## src/rtl/ir_tx_pkg.sv

```systemverilog
package ir_tx_pkg;
  typedef enum logic {
    LVL_SPACE = 1'b0,
    LVL_MARK  = 1'b1
  } ir_level_e;
endpackage

```

## src/rtl/ir_tx_fifo.sv

```systemverilog
module ir_tx_fifo #(
  parameter int WIDTH = 17,
  parameter int DEPTH = 8
) (
  input  logic             clk,
  input  logic             rst_n,
  input  logic             push_valid,
  output logic             push_ready,
  input  logic [WIDTH-1:0] push_data,
  input  logic             pop,
  output logic [WIDTH-1:0] head_data,
  output logic             head_valid,
  output logic             full,
  output logic             overflow
);
  localparam int AW = (DEPTH > 1) ? $clog2(DEPTH) : 1;
  localparam int CW = $clog2(DEPTH + 1);

  logic [WIDTH-1:0] mem [DEPTH];
  logic [AW-1:0]    rd_ptr, wr_ptr;
  logic [CW-1:0]    count;
  logic             do_push, do_pop;

  function automatic logic [AW-1:0] step(input logic [AW-1:0] p);
    return (p == AW'(DEPTH - 1)) ? '0 : p + AW'(1);
  endfunction

  assign full       = (count == CW'(DEPTH));
  assign head_valid = (count != '0);
  assign push_ready = !full;
  assign do_push    = push_valid && !full;
  assign do_pop     = pop && head_valid;
  assign head_data  = mem[rd_ptr];

  always_ff @(posedge clk) begin
    if (do_push) mem[wr_ptr] <= push_data;
  end

  always_ff @(posedge clk or negedge rst_n) begin
    if (!rst_n) begin
      rd_ptr   <= '0;
      wr_ptr   <= '0;
      count    <= '0;
      overflow <= 1'b0;
    end else begin
      if (do_push) wr_ptr <= step(wr_ptr);
      if (do_pop)  rd_ptr <= step(rd_ptr);
      if (do_push && !do_pop)      count <= count + CW'(1);
      else if (do_pop && !do_push) count <= count - CW'(1);
      if (push_valid && full) overflow <= 1'b1;
    end
  end

  assert_count_bound_R1: assert property (@(posedge clk) disable iff (!rst_n)
    count <= CW'(DEPTH));
  assert_pop_nonempty_R5: assert property (@(posedge clk) disable iff (!rst_n)
    pop |-> head_valid);
  assert_overflow_sticky_R8: assert property (@(posedge clk) disable iff (!rst_n)
    overflow |=> overflow);
  assert_drop_keeps_fill_R8: assert property (@(posedge clk) disable iff (!rst_n)
    (push_valid && full && !pop) |=> full);
endmodule

```

## src/rtl/ir_tx_timer.sv

```systemverilog
module ir_tx_timer
  import ir_tx_pkg::*;
#(
  parameter int CNT_W = 16
) (
  input  logic             clk,
  input  logic             rst_n,
  input  logic             adv,
  input  logic             head_valid,
  input  logic             head_level,
  input  logic [CNT_W-1:0] head_count,
  output logic             pop,
  output logic             level,
  output logic             active
);
  localparam int TIMER_W = CNT_W + 2;
  localparam logic [TIMER_W-1:0] FULL_SPAN = TIMER_W'(1) << CNT_W;

  logic [TIMER_W-1:0] remain, load_val;
  ir_level_e          level_q;
  logic               expire;

  assign load_val = (head_count == '0) ? FULL_SPAN : TIMER_W'(head_count);
  assign expire   = !active || (remain == TIMER_W'(1));
  assign pop      = adv && expire && head_valid;
  assign level    = level_q;

  always_ff @(posedge clk or negedge rst_n) begin
    if (!rst_n) begin
      remain  <= '0;
      active  <= 1'b0;
      level_q <= LVL_SPACE;
    end else if (adv && expire) begin
      if (head_valid) begin
        remain  <= load_val;
        active  <= 1'b1;
        level_q <= ir_level_e'(head_level);
      end else begin
        remain  <= '0;
        active  <= 1'b0;
        level_q <= LVL_SPACE;
      end
    end else if (adv) begin
      remain <= remain - TIMER_W'(1);
    end
  end

  assert_idle_space_R6: assert property (@(posedge clk) disable iff (!rst_n)
    !active |-> (level == 1'b0));
  assert_span_range_R3: assert property (@(posedge clk) disable iff (!rst_n)
    active |-> (remain >= TIMER_W'(1) && remain <= FULL_SPAN));
  assert_zero_code_R4: assert property (@(posedge clk) disable iff (!rst_n)
    (pop && head_count == '0) |=> (remain == FULL_SPAN));
  assert_no_tick_hold_R7: assert property (@(posedge clk) disable iff (!rst_n)
    !adv |=> ($stable(level) && $stable(remain) && $stable(active)));
endmodule

```

## src/rtl/ir_tx_seq.sv

```systemverilog
module ir_tx_seq #(
  parameter int CNT_W = 16,
  parameter int DEPTH = 8
) (
  input  logic             clk,
  input  logic             rst_n,
  input  logic             enable,
  input  logic             tick,
  input  logic             wr_valid,
  output logic             wr_ready,
  input  logic             wr_level,
  input  logic [CNT_W-1:0] wr_count,
  output logic             tx_level,
  output logic             busy,
  output logic             empty,
  output logic             full,
  output logic             overflow
);
  localparam int ENTRY_W = CNT_W + 1;

  logic [ENTRY_W-1:0] head;
  logic               head_valid, pop, adv;

  assign adv   = tick && enable;
  assign empty = !head_valid;

  ir_tx_fifo #(.WIDTH(ENTRY_W), .DEPTH(DEPTH)) u_fifo (
    .clk        (clk),
    .rst_n      (rst_n),
    .push_valid (wr_valid),
    .push_ready (wr_ready),
    .push_data  ({wr_level, wr_count}),
    .pop        (pop),
    .head_data  (head),
    .head_valid (head_valid),
    .full       (full),
    .overflow   (overflow)
  );

  ir_tx_timer #(.CNT_W(CNT_W)) u_timer (
    .clk        (clk),
    .rst_n      (rst_n),
    .adv        (adv),
    .head_valid (head_valid),
    .head_level (head[CNT_W]),
    .head_count (head[CNT_W-1:0]),
    .pop        (pop),
    .level      (tx_level),
    .active     (busy)
  );

  assert_ready_full_R1: assert property (@(posedge clk) disable iff (!rst_n)
    wr_ready == !full);
  assert_pop_on_tick_R7: assert property (@(posedge clk) disable iff (!rst_n)
    (!enable && !full) |=> (empty == $past(empty) || !empty));
endmodule

```

## config.mk

```make
export PLATFORM = sky130hd
export DESIGN_NAME = ir_tx_seq
export DESIGN_NICKNAME = d
export VERILOG_FILES = /design/src/rtl/ir_tx_pkg.sv /design/src/rtl/ir_tx_fifo.sv /design/src/rtl/ir_tx_timer.sv /design/src/rtl/ir_tx_seq.sv
export SDC_FILE = /design/constraint.sdc
export NUM_CORES = 1
export LEC_CHECK = 0
export BUFFER_PORTS_ARGS = -buffer_cell sky130_fd_sc_hd__clkbuf_2
export CORE_UTILIZATION = 55
export DETAILED_ROUTE_END_ITERATION = 6
export GPL_ROUTABILITY_DRIVEN = 0
export GPL_TIMING_DRIVEN = 0
export MAX_ROUTING_LAYER = met4
export PLACE_DENSITY = 0.78
export SYNTH_ARGS = -nofsm -noshare
export SYNTH_HDL_FRONTEND = slang
export SYNTH_SLANG_ARGS = --single-unit
```

## constraint.sdc

```tcl
create_clock -name clk -period 3.8 [get_ports clk]
set_clock_uncertainty 0.15 [all_clocks]
set_input_delay 0.76 -clock clk [delete_from_list [all_inputs] [get_ports clk]]
set_output_delay 0.76 -clock clk [all_outputs]
set_load 0.01 [all_outputs]
```

==> metrics.txt <==
status finished, final reports clean; total track usage a little under a quarter; initial antenna violation count 0; DIE HEIGHT 114 um; worst min path class in -> async; Post-synth EDFFs 136; Worst Setup End Kind flip-flop; routed via count 3905; Arrival @ worst endpoint 3620 ps; r2r startpoint u_timer.remain[15]$_DFFE_PN0P_; Num Clock Sinks 167; Fillers 816; Total Neg Setup Slack 0 ps; R2R setup slack 340 ps; dpl hpwl 9050 um; share of cells above drive strength 1 26.3%; clock period minus worst slack 3460 ps; Place WS 363 ps; RSZ-0062 raised after global routing no; Starting Density 57.2%; WL final 13500 um; vias per cell between 6 and 7; period utilization between 90% and 100%; headroom to the max-slew limit 39.5%; fmax approximately 290 MHz; DRC violations left 0; post-CTS sizing 0; maximum clock path buffer count 2; flops & latches, synth 167; First-pass DRT Iterations 4; remaining global-route overflow 0; Max-cap violations 0; placed cells 612; top_reg_cell synth edfxtp_1; total power just over 0.006 W; Post-CTS Setup Bufs 0; per-instance average area after synthesis between 15 and 20 um^2; pwr dens around 770 mW/mm^2; Std-Cell Rows 40; final slew viol count 0; area of the die 0.0131 mm^2; Max Fanout on Critical Path 10; Warnings, synthesis 0; Reg clk slew, reported paths 60 ps; core area 0.0122 mm^2; final non-filler cell total 644; CP Data Required Time 3960 ps; Yosys cell types 42; WL per Instance around 21 um; Peak supply drop 0.429 mV; Top Ports 28; post-synthesis cell area a little under 0.007 mm^2; post-cts hold buffer count 0; PortBufs 27; Syn Inst Count 406; worst slew pin tran 902 ps; worst skew pair latency 430 ps; H-tree levels 4; Finish-stage setup viols 0; Die X 114 um; startpoint types flip-flop; biggest area consumer among synthesized cells edfxtp_1; crit path from u_timer.remain[15]$_DFFE_PN0P_; synth top area cells edfxtp_1, dfrtp_1, mux4_2; DRT antenna net count 0; post-synthesis async set-or-reset flop share between 10% and 20%; Nets 495; CTS tree yes; Leak 2.80 nW; Clock Tree Root clkbuf_16; post-synth top area share 58.7%; sequential share of the synthesized area between 60% and 70%; final hold vios 0; syn_nets 438; Initial DRC Count 335; first-pass GRT wire length 21400 um; final setup margin 336 ps; antenna diode count 0; largest net degree at the start of global routing 32; clock buffer count from CTS 17; synthesis-to-finish area growth 15.3%; vias in the first global route 3890; crit path kind reg -> reg
## registers in the layout, summed over array words and instances, names as in the netlist
name             flops
u_fifo.count         4
u_fifo.mem         136
u_fifo.overflow      1
u_fifo.rd_ptr        3
u_fifo.wr_ptr        3
u_timer.active       1
u_timer.level        1
u_timer.remain      18
## cells in the mapped netlist (2+ instances only)
master      n
a21o_1      4
a21oi_1    13
a31oi_1     3
and2_1      2
buf_1       3
buf_2       3
buf_4       2
buf_6       2
clkbuf_1   10
dfrtp_1    31
edfxtp_1  136
ha_1        9
inv_1       6
mux2_2      5
mux2i_1    17
mux4_2     34
nand2_1    16
nand2b_1    2
nand4_1     6
nor2_1     27
nor3_1     20
nor4_1      5
nor4_2      3
o211ai_1    2
o21ai_0    12
o21ai_1     4
o221ai_1    4
o31ai_1     2
o32a_1      6
or4_1       3
xnor2_1     3
## final timing paths
check                      cells past startpoint                              to
min in group clk                               1     u_fifo.overflow$_DFFE_PN0P_
setup / recovery                              13     u_fifo.count[3]$_DFFE_PN0P_
hold / removal                                 1    u_fifo.wr_ptr[2]$_DFFE_PN0P_
hold reg to reg                                1     u_fifo.overflow$_DFFE_PN0P_
setup reg to reg                              13     u_fifo.count[3]$_DFFE_PN0P_
max in group asynchronous                      1  u_timer.remain[15]$_DFFE_PN0P_
## logic make-up after synthesis
family                     share of synthesized area (%)
adders and majority gates                           1.91
DFF                                                 69.9
buffers and inverters                               1.78
and+or+nand+nor                                     6.82
AOI/OAI and AO/OA                                   4.84
muxes                                               14.3
xor gates and xnor gates                           0.504
## area by class of cell
cell class,instances,area [um^2],share of cell area [%]
plain buffers,20,101,1.26
clock buffers,17,425,5.31
clock inverters,15,126,1.58
inverters,6,22.5,0.281
multi-input cells,213,2000,25.0
flip-flops and latches,167,4860,60.6
well taps,168,210,2.62
repair buffers,38,267,3.32
## layout by cell type (no fill, tap or decap), types with 4 or more instances in the layout
| master | Yosys | layout |
|---|---|---|
| o21ai_1 | 4 | 4 |
| nor3_2 | 1 | 5 |
| edfxtp_1 | 136 | 136 |
| clkbuf_1 | 10 | 10 |
| buf_4 | 2 | 4 |
| o221ai_1 | 4 | 4 |
| clkbuf_2 | 0 | 27 |
| mux4_2 | 34 | 34 |
| o32a_1 | 6 | 6 |
| a21oi_1 | 13 | 13 |
| clkbuf_16 | 0 | 17 |
| mux2i_1 | 17 | 17 |
| nor4_1 | 5 | 4 |
| mux2_2 | 5 | 5 |
| nand2_1 | 16 | 16 |
| nor2_1 | 27 | 24 |
| inv_1 | 6 | 6 |
| buf_8 | 0 | 4 |
| buf_6 | 2 | 7 |
| o21ai_0 | 12 | 12 |
| a21o_1 | 4 | 4 |
| ha_1 | 9 | 9 |
| dfrtp_1 | 31 | 31 |
| nand4_1 | 6 | 6 |
| nor3_1 | 20 | 16 |
| nor4_2 | 3 | 4 |
| clkinv_1 | 0 | 4 |
## power breakdown
part / switching, W / internal (W) / total [W]
sequential: 0.000234 / 0.00236 / 0.00260
combinational: 0.00108 / 0.000868 / 0.00195
clock: 0.000699 / 0.000901 / 0.00160
## routing by layer
layer / vias up / part of all wire, % / track usage [%] / wire length, um
met2: 162 / 50 / 35.7 / 6720
li1: 1745 / - / - / -
met4: 0 / 2.4 / 10.6 / 323
met3: 28 / 6.2 / 6.67 / 836
met1: 1970 / 41 / 30.8 / 5580
met5: - / 0 / - / 0
## through the flow
step | instance area, um^2 | hold WS (ps) | util [%]
floorplan | 6950 | 292 | -
global placement | 7300 | 294 | 60.0
detailed placement | 7460 | 303 | 61.4
CTS | 8020 | 275 | 65.9
global route | 8020 | 322 | 65.9
finish | 8020 | 257 | 65.9
## critical path, stage by stage, from the launching register on
cell      delay (ps)
dfrtp_1          440
nor4_1           330
nand4b_1         170
o21a_1           250
or3_4            420
clkbuf_1         270
ha_1             300
inv_1            110
ha_1             240
a21o_1           170
a21oi_1          160
xnor2_1          130
nor2_1            60
xor2_1           140
No activity file was read; power rests on OpenSTA's default activity.
